<file path="config.mk">
export PLATFORM = sky130hd
export DESIGN_NAME = hfs_fetch_seq
export DESIGN_NICKNAME = d
export VERILOG_FILES = /design/src/rtl/hfs_pkg.sv /design/src/rtl/hfs_slot.sv /design/src/rtl/hfs_tokens.sv /design/src/rtl/hfs_fetch_seq.sv
export SDC_FILE = /design/constraint.sdc
export NUM_CORES = 1
export LEC_CHECK = 0
export ABC_CLOCK_PERIOD_IN_PS = 2440
export BUFFER_PORTS_ARGS = -buffer_cell sky130_fd_sc_hd__buf_2
export CAP_MARGIN = 20
export CORE_MARGIN = 3
export CORE_UTILIZATION = 50
export CTS_BUF_LIST = sky130_fd_sc_hd__clkbuf_8
export DETAILED_ROUTE_END_ITERATION = 10
export GPL_TIMING_DRIVEN = 0
export HOLD_SLACK_MARGIN = 0.08
export PLACE_DENSITY = 0.83
export SYNTH_ARGS = -nofsm -noshare
export SYNTH_HDL_FRONTEND = slang
export SYNTH_HIERARCHICAL = 1
export SYNTH_SLANG_ARGS = --single-unit
</file>
<file path="constraint.sdc">
create_clock -name clk -period 2.44 [get_ports clk]
set_clock_uncertainty 0.2 [all_clocks]
set_input_delay 0.122 -clock clk [delete_from_list [all_inputs] [get_ports clk]]
set_output_delay 0.122 -clock clk [all_outputs]
set_load 0.005 [all_outputs]
</file>
<file path="src/rtl/hfs_pkg.sv">
package hfs_pkg;
   typedef enum logic [1:0] {
      HK_FULL = 2'd0,
      HK_HI   = 2'd1,
      HK_LO   = 2'd2
   } hfs_kind_e;
endpackage

</file>
<file path="src/rtl/hfs_slot.sv">
module hfs_slot
   import hfs_pkg::*;
#(
   parameter int WORD_W = 32
) (
   input  logic              clk,
   input  logic              rst_n,
   input  logic              in_valid,
   output logic              in_ready,
   input  logic [WORD_W-1:0] in_word,
   input  logic              in_cmode,
   input  logic              in_odd,
   output logic              out_valid,
   input  logic              out_ready,
   output hfs_kind_e         out_kind,
   output logic [WORD_W-1:0] out_insn,
   output logic              word_done,
   output logic              held
);
   localparam int HALF_W = WORD_W / 2;

   logic              full_q;
   logic              cmode_q;
   logic              pos_q;
   logic [WORD_W-1:0] word_q;
   logic [HALF_W-1:0] half_w [2];
   logic              accept;
   logic              step_hi;

   // lane 0 is the first (upper) halfword: big-endian order
   for (genvar g = 0; g < 2; g++) begin : g_lane
      assign half_w[g] = word_q[WORD_W-1-g*HALF_W -: HALF_W];
   end

   always_comb begin
      if (!cmode_q)   out_kind = HK_FULL;
      else if (pos_q) out_kind = HK_LO;
      else            out_kind = HK_HI;
   end

   always_comb begin
      unique case (out_kind)
         HK_HI:   out_insn = {{HALF_W{1'b0}}, half_w[0]};
         HK_LO:   out_insn = {{HALF_W{1'b0}}, half_w[1]};
         default: out_insn = word_q;
      endcase
   end

   assign out_valid = full_q;
   assign held      = full_q;
   assign word_done = full_q & out_ready & (out_kind != HK_HI);
   assign step_hi   = full_q & out_ready & (out_kind == HK_HI);
   assign in_ready  = ~full_q | word_done;
   assign accept    = in_valid & in_ready;

   always_ff @(posedge clk or negedge rst_n) begin
      if (!rst_n) begin
         full_q  <= 1'b0;
         cmode_q <= 1'b0;
         pos_q   <= 1'b0;
         word_q  <= '0;
      end else if (accept) begin
         full_q  <= 1'b1;
         cmode_q <= in_cmode;
         pos_q   <= in_cmode & in_odd;
         word_q  <= in_word;
      end else if (word_done) begin
         full_q  <= 1'b0;
      end else if (step_hi) begin
         pos_q   <= 1'b1;
      end
   end

   // a stalled instruction does not change
   a_r8_hold_stable: assert property (@(posedge clk) disable iff (!rst_n)
      (full_q && !out_ready) |=> (full_q && $stable(out_insn) && $stable(out_kind)));

   // a released first halfword is followed by its second halfword
   a_r3_pair_order: assert property (@(posedge clk) disable iff (!rst_n)
      (full_q && out_ready && out_kind == HK_HI) |=> (full_q && out_kind == HK_LO));

   // the held word's mode cannot flip while it is presented
   a_r6_mode_latched: assert property (@(posedge clk) disable iff (!rst_n)
      (full_q && !in_ready) |=> $stable(cmode_q));
endmodule

</file>
<file path="src/rtl/hfs_tokens.sv">
module hfs_tokens #(
   parameter int DEPTH = 2,
   localparam int CNT_W = $clog2(DEPTH + 1)
) (
   input  logic             clk,
   input  logic             rst_n,
   input  logic             word_done,
   input  logic             word_accept,
   output logic             fetch_req,
   output logic [CNT_W-1:0] inflight,
   output logic [CNT_W-1:0] prime_left
);
   logic [CNT_W-1:0] prime_q;
   logic [CNT_W-1:0] inflight_q;
   logic             prime_go;

   // a word-completion request takes the line; owed priming waits a cycle
   assign prime_go   = (prime_q != '0) & ~word_done;
   assign fetch_req  = word_done | (prime_q != '0);
   assign inflight   = inflight_q;
   assign prime_left = prime_q;

   always_ff @(posedge clk or negedge rst_n) begin
      if (!rst_n) begin
         prime_q    <= CNT_W'(DEPTH);
         inflight_q <= '0;
      end else begin
         if (prime_go) prime_q <= prime_q - 1'b1;
         inflight_q <= inflight_q + CNT_W'(fetch_req) - CNT_W'(word_accept);
      end
   end

   // never more fetches in flight than ring tokens
   a_r5_no_overflow: assert property (@(posedge clk) disable iff (!rst_n)
      inflight_q <= CNT_W'(DEPTH));

   // a word only arrives against an outstanding request
   a_r5_no_underflow: assert property (@(posedge clk) disable iff (!rst_n)
      word_accept |-> (inflight_q != '0));
endmodule

</file>
<file path="src/rtl/hfs_fetch_seq.sv">
module hfs_fetch_seq
   import hfs_pkg::*;
#(
   parameter int WORD_W = 32,
   parameter int DEPTH  = 2
) (
   input  logic              clk,
   input  logic              rst_n,
   input  logic              mem_valid_i,
   output logic              mem_ready_o,
   input  logic [WORD_W-1:0] mem_word_i,
   input  logic              mem_odd_i,
   input  logic              cmode_i,
   output logic              dec_valid_o,
   input  logic              dec_ready_i,
   output logic [1:0]        dec_kind_o,
   output logic [WORD_W-1:0] dec_insn_o,
   output logic              fetch_req_o
);
   localparam int CNT_W = $clog2(DEPTH + 1);

   // elaboration-time parameter checks
   if (DEPTH < 2 || DEPTH > 3) begin : g_bad_depth
      $error("hfs_fetch_seq: DEPTH must be 2 or 3");
   end
   if (WORD_W < 4 || (WORD_W % 2) != 0) begin : g_bad_width
      $error("hfs_fetch_seq: WORD_W must be even and at least 4");
   end

   hfs_kind_e        kind;
   logic             word_done;
   logic             held;
   logic [CNT_W-1:0] inflight;
   logic [CNT_W-1:0] prime_left;

   hfs_slot #(.WORD_W(WORD_W)) u_slot (
      .clk       (clk),
      .rst_n     (rst_n),
      .in_valid  (mem_valid_i),
      .in_ready  (mem_ready_o),
      .in_word   (mem_word_i),
      .in_cmode  (cmode_i),
      .in_odd    (mem_odd_i),
      .out_valid (dec_valid_o),
      .out_ready (dec_ready_i),
      .out_kind  (kind),
      .out_insn  (dec_insn_o),
      .word_done (word_done),
      .held      (held)
   );

   hfs_tokens #(.DEPTH(DEPTH)) u_tokens (
      .clk         (clk),
      .rst_n       (rst_n),
      .word_done   (word_done),
      .word_accept (mem_valid_i & mem_ready_o),
      .fetch_req   (fetch_req_o),
      .inflight    (inflight),
      .prime_left  (prime_left)
   );

   assign dec_kind_o = kind;

   // tokens are conserved between the slot and the request counter
   a_r5_tokens: assert property (@(posedge clk) disable iff (!rst_n)
      (32'(inflight) + 32'(held) + 32'(prime_left)) == 32'(DEPTH));

   // a first halfword release never requests a fetch once primed
   a_r4_no_req_first: assert property (@(posedge clk) disable iff (!rst_n)
      (dec_valid_o && dec_ready_i && kind == HK_HI && prime_left == '0) |-> !fetch_req_o);
endmodule

</file>
==> results of run 1 <==
-- layout make-up --
cell class | instances | area share
tap | 46 | 0.0211
clock buffer | 6 | 0.0302
buffer | 8 | 0.0280
inverter | 5 | 0.00687
multi-input combinational | 81 | 0.287
clock inverter | 2 | 0.0124
timing repair buffer | 112 | 0.275
sequential | 37 | 0.340
-- final timing paths --
check / slack [ns] / depth (start not counted) / to / start
max: 0.19 / 5 / u_slot/pos_q / u_slot/cmode_q
min: 0.12 / 5 / u_tokens/prime_left[1] / dec_ready_i
max reg2reg: 0.19 / 5 / u_slot/pos_q / u_slot/cmode_q
min reg2reg: 0.30 / 2 / u_tokens/prime_left[1] / u_tokens/prime_left[1]
max in group asynchronous: 1.26 / 2 / u_slot/half_w[24] / rst_n
min in group asynchronous: 0.28 / 2 / u_slot/half_w[26] / rst_n
-- what timing repair did --
item / 4_1_cts / 5_1_grt
hold endpoints to repair: 71 / 0
setup buffers: 0 / 0
hold buffers: 38 / 0
-- critical path: cells and delay by family (launching register included) --
kind / cells / cell delay [ns]
DFF: 1 / 0.34
AOI/OAI and AO/OA: 1 / 0.15
buffers and inverters: 3 / 1.36
muxes: 1 / 0.14
-- power breakdown --
group | switching [mW] | internal (mW)
combinational | 0.529 | 0.784
sequential | 0.135 | 0.862
clock | 0.200 | 0.329
-- metrics by stage --
stage                     hold slack, ns  total power [mW]  instances  area (µm²)   util
final                              0.118              2.84        297        2730  0.799
after CTS                          0.103              2.85        297        2730  0.799
after detailed placement          0.0513              2.26        251        2230  0.654
after global placement            0.0382              2.20        251        2230  0.654
after global routing               0.166              3.05        297        2730  0.799
after floorplan                   -0.374              1.78        131        1810      -
-- state kept, by name (all words and copies together), names as in the netlist --
register             cells
u_slot/cmode_q           1
u_slot/pos_q             1
u_slot/half_w           32
u_tokens/prime_left      2
u_slot/held              1
-- routing by layer --
metal | wire (µm) | share of wire
met2 | 2300 | 0.52
met5 | 0 | 0
met4 | 23 | 0.0052
met1 | 1800 | 0.41
met3 | 269 | 0.061
==> impl_results.md, run 1 <==
- Status: finished, final reports clean
- First-pass GRT wire length: a little over 7000 µm
- Final wirelength: 4400 µm
- DIE HEIGHT: roughly 66 µm
- Critical Path End Type: flip-flop
- Synth Area per Inst: 13.8 µm²
- Final slew viol count: 0
- Min Tclk post-route: between 2 and 2.5 ns
- Die Area: 4370 µm²
- Root buffer cell: clkbuf_8
- Clock tree buffer depth: 2
- Commonest non-fill, non-tap cell in the layout: buf_2
- Drt wl/cell: around 15 µm
- IR drop worst, VDD: ~690 µV
- Fmax: approximately 0.44 GHz
- Gr busiest metal: met2
- Fillers: about 210
- # IOs: 75
- H-tree Lvls: 2
- Antenna violations before repair: 0
- Post-Syn Area: between 1500 and 2000 µm²
- Crit path top cell by count: clkbuf_1
- Core region area: approximately 3400 µm²
- Met2 Use GR: 0.395
- WP data arrival: 2.27 ns
- Power Density: 1040 nW/µm²
- GRT overflow: 0
- # diodes: 0
- CP required: roughly 2.5 ns
- RSZ-0062 raised after global routing: false
- Final nets: slightly below 300
- Vias in the first global route: ~1500
- Post-DP HPWL: about 2800 µm
- Initial core utilization: 0.529
- Iter 0 DRT Violations: 16
- Cts bufs inserted: 5
- First-pass detailed-route iteration total: 2
- Die width: around 66 µm
- DRC: 0
- IO Port Bufs: 74
- GR Util All Layers: 0.220
- Syn_nets: 170
- Num rows: 21
- Worst setup path class: flip-flop to flip-flop
- Pin slew with the least headroom to its limit: around 0.80 ns
- Startpoint Class: flip-flop
- CP max stage cell: dlygate4sd3_1
- CP Max Fanout: 10
- Fin worst setup slack: ~0.19 ns
- Normalized max-slew margin: 0.466
- Setup TNS Final: 0 ns
- Final hold violations: 0
- # setup viols final: 0
- Worst min-delay path category: primary input to flip-flop
- Leak: approximately 1.3 nW
- Antenna viol nets, final: 0
- Reg area: 927 µm²
- Via/cell ratio: roughly 4.8
- Worst-Skew Late Latency: between 0.2 and 0.3 ns
- Pre-CTS setup slack: around 0.60 ns
- Vias: between 1000 and 1500
- Met1 usage: 0.263
- Post-CTS sizing: 0
- Layout cells sized above 1: 0.558
- CTS sink cnt: 37
- Slowest Stage Delay on Critical Path: 0.56 ns
- CTS tree: built
- Area Overhead vs Synth: 51.2%
- Met3 usage: 0.0544
- Max-cap viol count: 0
- Pin count of the biggest net entering global routing: 38
- Post-Syn Instances: around 130
- Multi-input logic area: around 800 µm²
- Final GP Congestion: roughly 0.70
- Period utilisation layout: 0.921
- Reg clk slew, reported paths: 0.07 ns
- Most frequent cells in the layout: buf_2, mux2_2, dlygate4sd3_1
- Syn. warnings: 6
- CP cell instances: clkbuf_1 -> clkbuf_1 -> a31oi_1 -> mux2i_1 -> dlygate4sd3_1
No activity file was read; power rests on OpenSTA's default activity.
==> inputs of run 2 (changes only) <==
Settings changed: ABC_CLOCK_PERIOD_IN_PS 2440 to 2750, CORE_UTILIZATION 50 to 54, PLACE_DENSITY 0.83 to 0.95.
Clock period 2.44 ns to 2.75 ns, I/O delays scaled along.
==> run 2 against run 1 <==
Effect of this change: routed wire length rose by 8.0%; first-iteration DRC count rose to 3.9 times the previous value; non-clock buffer count rose by 1; global-route usage rose by 4.7 points; maximum frequency fell by 3.1%; via count rose by 3.5%; clock-buffer cell count did not move; combinational power fell by 11%.
==> impl_results.md, run 2 (synthesized netlist as in run 1, its figures left out) <==
- Status: finished, final reports clean
- Worst min-delay path category: primary input to flip-flop
- # diodes: 0
- First-pass detailed-route iteration total: 6
- Crit path top cell by count: clkbuf_1
- Highest Signal Layer: met4
- CTS sink cnt: 37
- Normalized max-slew margin: 0.459
- Largest register FFs: 32
- Die Area: slightly above 4000 µm²
- Iter 0 DRT Violations: 63
- Buffers & Inverters on Critical Path: 3
- Layout cells sized above 1: 0.554
- CP Max Fanout: 10
- Antenna violations before repair: 0
- Area Overhead vs Synth: 50.0%
- Fillers: 160
- WP data arrival: about 2.3 ns
- Post-DP HPWL: between 2000 and 3000 µm
- Reg area: 927 µm²
- Wl on met1: around 1900 µm
- Cts bufs inserted: 5
- Pin slew with the least headroom to its limit: 0.812 ns
- Die width: 63.8 µm
- DIE HEIGHT: between 60 and 70 µm
- Period utilisation layout: 0.844
- Vias in the first global route: between 1500 and 2000
- Most frequent cells in the layout: buf_2, mux2_2, dlygate4sd3_1
- Finished Layout Cells: roughly 300
- Final slew viol count: 0
- IO Port Bufs: 74
- DR WL met3: 269 µm
- Clock power frac: 0.152
- Post-CTS sizing: 0
- Reg clk slew, reported paths: 0.07 ns
- CTS tree: built
- Internal power: 1.66 mW
- Max-cap viol count: 0
- Worst setup path class: flip-flop to flip-flop
- Final nets: 290
- Clock tree buffer depth: 2
- Min Tclk post-route: 2.32 ns
- CP required: roughly 2.8 ns
- Final GP Congestion: slightly above 0.7
- GR Util All Layers: 0.267
- Initial core utilization: 0.577
- RSZ-0062 raised after global routing: false
- Drt wl/cell: approximately 16 µm
- Slowest Stage Delay on Critical Path: approximately 0.56 ns
- Worst-Skew Late Latency: approximately 0.28 ns
- Pin count of the biggest net entering global routing: 38
- CP max stage cell: dlygate4sd3_1
- Final core occ: 0.866
- GRT overflow: 0
- DRC: 0
- Net Sw Frac: 0.317
- CP delay by family, top: buffers and inverters
- Met2 routed WL: roughly 2600 µm
- CP cell instances: clkbuf_1 -> clkbuf_1 -> a31oi_1 -> mux2i_1 -> dlygate4sd3_1
- Setup TNS Final: 0 ns
- Combinational share of power: 0.480
- H-tree Lvls: 2
- Critical Path End Type: flip-flop
- Commonest non-fill, non-tap cell in the layout: buf_2
- Antenna viol nets, final: 0
- Startpoint Class: flip-flop
- First-pass GRT wire length: just over 8000 µm
- Final wirelength: ~4700 µm
- Num rows: 20
- Sw power: between 700 and 800 µW
- # IOs: between 70 and 80
- Leak: roughly 1.3 nW
- Via/cell ratio: 4.96
- # setup viols final: 0
- Root buffer cell: clkbuf_8
- Tot Pwr: around 2.4 mW
- Hold slack: about 0.11 ns
- Dpl cells: ~250
- Multi-input logic area: about 780 µm²
- Sequential share of power: 0.369
- Fmax: 0.431 GHz
- Core region area: between 3000 and 4000 µm²
- IR drop worst, VDD: 504 µV
- Power Density: roughly 900 nW/µm²
- Vias: between 1000 and 1500
- Final hold violations: 0
## run 2: changes by cell type in the layout (fill, tap and decap cells not counted)
| cell | before | now |
|---|---|---|
| dlygate4sd3_1 | 38 | 39 |
| bufinv_16 | 1 | 0 |
## run 2: layout make-up
cell class | instances | area share
Clock buffer | 6 | 0.0305
Sequential cell | 37 | 0.342
Clock inverter | 1 | 0.00139
Inverter | 5 | 0.00693
Multi-Input combinational cell | 81 | 0.289
Tap cell | 44 | 0.0203
Buffer | 8 | 0.0282
Timing Repair Buffer | 113 | 0.281
## run 2: per-stage QoR
step	cell area, µm²	worst slack [ns]
after floorplan	1810	1.21
after global placement	2230	0.905
after detailed placement	2230	0.916
after CTS	2710	0.469
after global routing	2710	0.272
final	2710	0.430
## run 2: metal layers
metal | vias to the layer above | track usage
met5 | - | 0
met4 | 0 | 0.0755
met3 | 7 | 0.0650
met2 | 57 | 0.494
met1 | 710 | 0.299
li1 | 688 | -
## run 2: path summary, 6_finish.rpt
check                                             from                     end  slack, ns  cells past startpoint
worst max-delay path                    u_slot/cmode_q            u_slot/pos_q       0.43                      5
worst min-delay path                       dec_ready_i  u_tokens/prime_left[1]       0.11                      5
worst max register to register          u_slot/cmode_q            u_slot/pos_q       0.43                      5
worst min register to register  u_tokens/prime_left[1]  u_tokens/prime_left[1]       0.29                      2
max in group asynchronous                        rst_n        u_slot/half_w[0]       1.55                      2
min in group asynchronous                        rst_n       u_slot/half_w[28]       0.29                      2
## run 2: worst reg2reg max path: stages, from the launching register on
cell           delay [ns]
dfrtp_1              0.35
clkbuf_1             0.39
clkbuf_1             0.44
a31oi_1              0.15
mux2i_1              0.17
dlygate4sd3_1        0.56
## run 2: power by group through the flow
stage	logic [mW]	registers, mW	clock network [mW]
after detailed placement	1.09	0.894	0
after CTS	1.15	0.885	0.380
after floorplan	0.719	0.858	0
final	1.16	0.895	0.368
after global placement	1.07	0.881	0
after global routing	1.28	0.922	0.405
## run 2: repair_timing
item,CTS,global route
setup buffers,0,0
hold buffers,39,0
endpoints found under the hold margin,71,0
==> inputs of run 3 (changes only) <==
Settings changed: ABC_CLOCK_PERIOD_IN_PS 2750 to 2300, CORE_UTILIZATION 54 to 50, PLACE_DENSITY 0.95 to 0.92.
Clock period 2.75 ns to 2.3 ns, I/O delays scaled along.
==> run 3 against run 2 <==
Effect of this change: first-iteration DRC count shrank 35%; sequential share of layout area is 0.095 points lower; power rose by 21%; worst hold slack improved by 0.17 ns; highest routed layer unchanged; worst setup slack lost 0.22 ns; cell count grew 1.0%; critical endpoint is now dec_insn_o[27]; via count down 0.41%; largest cell class unchanged; combinational power up 22%; critical path type is now flip-flop to primary output.
==> impl_results.md, run 3 (synthesized netlist as in run 1, its figures left out) <==
- Finished Cell Area: 2720 µm²
- Layout cells sized above 1: 0.556
- Max-cap viol count: 0
- CTS tree: built
- Reg clk slew, reported paths: approximately 0.07 ns
- CP required: 1.99 ns
- Vias in the first global route: ~1700
- Final slew viol count: 0
- Initial core utilization: 0.529
- Final nets: between 200 and 300
- Iter 0 DRT Violations: 41
- # setup viols final: 0
- # diodes: 0
- Worst setup path class: flip-flop to primary output
- Worst-Skew Late Latency: 0.28 ns
- WP depth: 4
- CP Max Fanout: 10
- Pin slew with the least headroom to its limit: between 0.8 and 0.9 ns
- Clock tree buffer depth: 2
- Post-CTS setup buffers: 0
- Pin count of the biggest net entering global routing: 38
- Die width: roughly 66 µm
- Tot Pwr: between 2 and 3 mW
- IO Port Bufs: between 70 and 80
- GR Util All Layers: 0.258
- Startpoint Class: flip-flop
- Final hold violations: 0
- Slowest Stage Delay on Critical Path: 0.41 ns
- First-pass detailed-route iteration total: 4
- Normalized max-slew margin: 0.451
- Buffers & Inverters on Critical Path: 3
- DRC: 0
- Leak: approximately 1.3 nW
- Clock power frac: 0.154
- Reg area: 927 µm²
- Die Area: 4370 µm²
- Sequential share of power: 0.365
- Final wirelength: approximately 5100 µm
- Antenna violations before repair: 0
- Min Tclk post-route: between 2 and 2.5 ns
- Post-DP HPWL: around 2800 µm
- CP cell instances: clkbuf_1 -> clkbuf_2 -> and2b_1 -> buf_2
- CP delay by family, top: buffers and inverters
- Commonest non-fill, non-tap cell in the layout: buf_2
- Root buffer cell: clkbuf_8
- Net Sw Frac: 0.327
- H-tree Lvls: 2
- Critical Path End Type: primary output
- CP max stage cell: clkbuf_1
- Setup TNS Final: 0 ns
- Largest register FFs: 32
- Antenna viol nets, final: 0
- RSZ-0062 raised after global routing: false
- Sw power: 963 µW
- Period utilisation layout: 0.909
- Dpl cells: approximately 250
- Area of placed instances: 2230 µm²
- Core region area: between 3000 and 4000 µm²
- Internal power: 1.98 mW
- First-pass GRT wire length: 8000 µm
- GRT overflow: 0
- Pre-CTS setup slack: roughly 0.42 ns
- DIE HEIGHT: roughly 66 µm
- Final GP Congestion: 0.758
- Finished Layout Cells: between 200 and 300
- # IOs: 75
- Cts bufs inserted: 5
- Most frequent cells in the layout: buf_2, mux2_2, dlygate4sd3_1
- Fmax: between 0.4 and 0.5 GHz
- Num rows: 21
- Area Overhead vs Synth: 50.4%
- Path depth of the worst reg2reg path: 6
- Drt wl/cell: 17.1 µm
- IR drop worst, VDD: 693 µV
- Worst min-delay path category: primary input to asynchronous set/reset pin
- Via/cell ratio: just under 5
- Fin worst setup slack: 0.210 ns
- Power Density: 1080 nW/µm²
- Fillers: 207
- WP data arrival: 1.78 ns
- Status: finished, final reports clean
- CTS sink cnt: 37
- Multi-input logic area: 783 µm²
- Setup slack, reg-to-reg: 0.26 ns
- Vias: between 1000 and 1500
- Combinational share of power: 0.481
-- run 3: cell count changes in the layout (fill, tap and decap cells not counted) --
cell	delta
inv_1	+1
clkbuf_2	+1
clkbuf_1	-1
-- run 3: metal layers --
| layer | routed length (µm) | vias up | track usage |
|---|---|---|---|
| li1 | - | 687 | - |
| met1 | 1920 | 717 | 0.266 |
| met2 | 2900 | 48 | 0.498 |
| met3 | 227 | 4 | 0.0595 |
| met4 | 40 | 0 | 0.0939 |
| met5 | 0 | - | 0 |
-- run 3: final cells by class --
| type | count | area share |
|---|---|---|
| Inverter | 5 | 0.00691 |
| Clock inverter | 2 | 0.00276 |
| Tap cell | 46 | 0.0212 |
| Buffer | 8 | 0.0286 |
| Timing Repair Buffer | 113 | 0.280 |
| Sequential cell | 37 | 0.341 |
| Multi-Input combinational cell | 81 | 0.288 |
| Clock buffer | 6 | 0.0304 |
-- run 3: metrics by stage --
step / hold WS (ns) / utilization
floorplan: -0.381 / -
global placement: 0.0405 / 0.654
detailed placement: 0.0564 / 0.654
CTS: 0.276 / 0.795
global route: 0.332 / 0.795
finish: 0.283 / 0.795
-- run 3: repair_timing --
| item | CTS | global route |
|---|---|---|
| gates resized for setup | 0 | 2 |
| hold endpoints to repair | 71 | 0 |
| hold buffers | 39 | 0 |
| setup endpoints to repair | 0 | 1 |
-- run 3: final timing paths --
path / from / to
setup / recovery: u_slot/cmode_q / dec_insn_o[27]
hold / removal: rst_n / u_slot/half_w[7]
setup reg to reg: u_slot/cmode_q / u_slot/held
hold reg to reg: u_slot/half_w[1] / u_slot/half_w[1]
max in group asynchronous: rst_n / u_slot/half_w[30]
min in group clk: u_slot/half_w[1] / u_slot/half_w[1]
-- run 3: power groups by stage --
stage	logic (mW)	clock network [mW]	registers (mW)
final	1.41	0.454	1.07
after global routing	1.53	0.491	1.10
after CTS	1.39	0.468	1.06
after detailed placement	1.33	0	1.07
after global placement	1.29	0	1.06
after floorplan	0.859	0	1.03
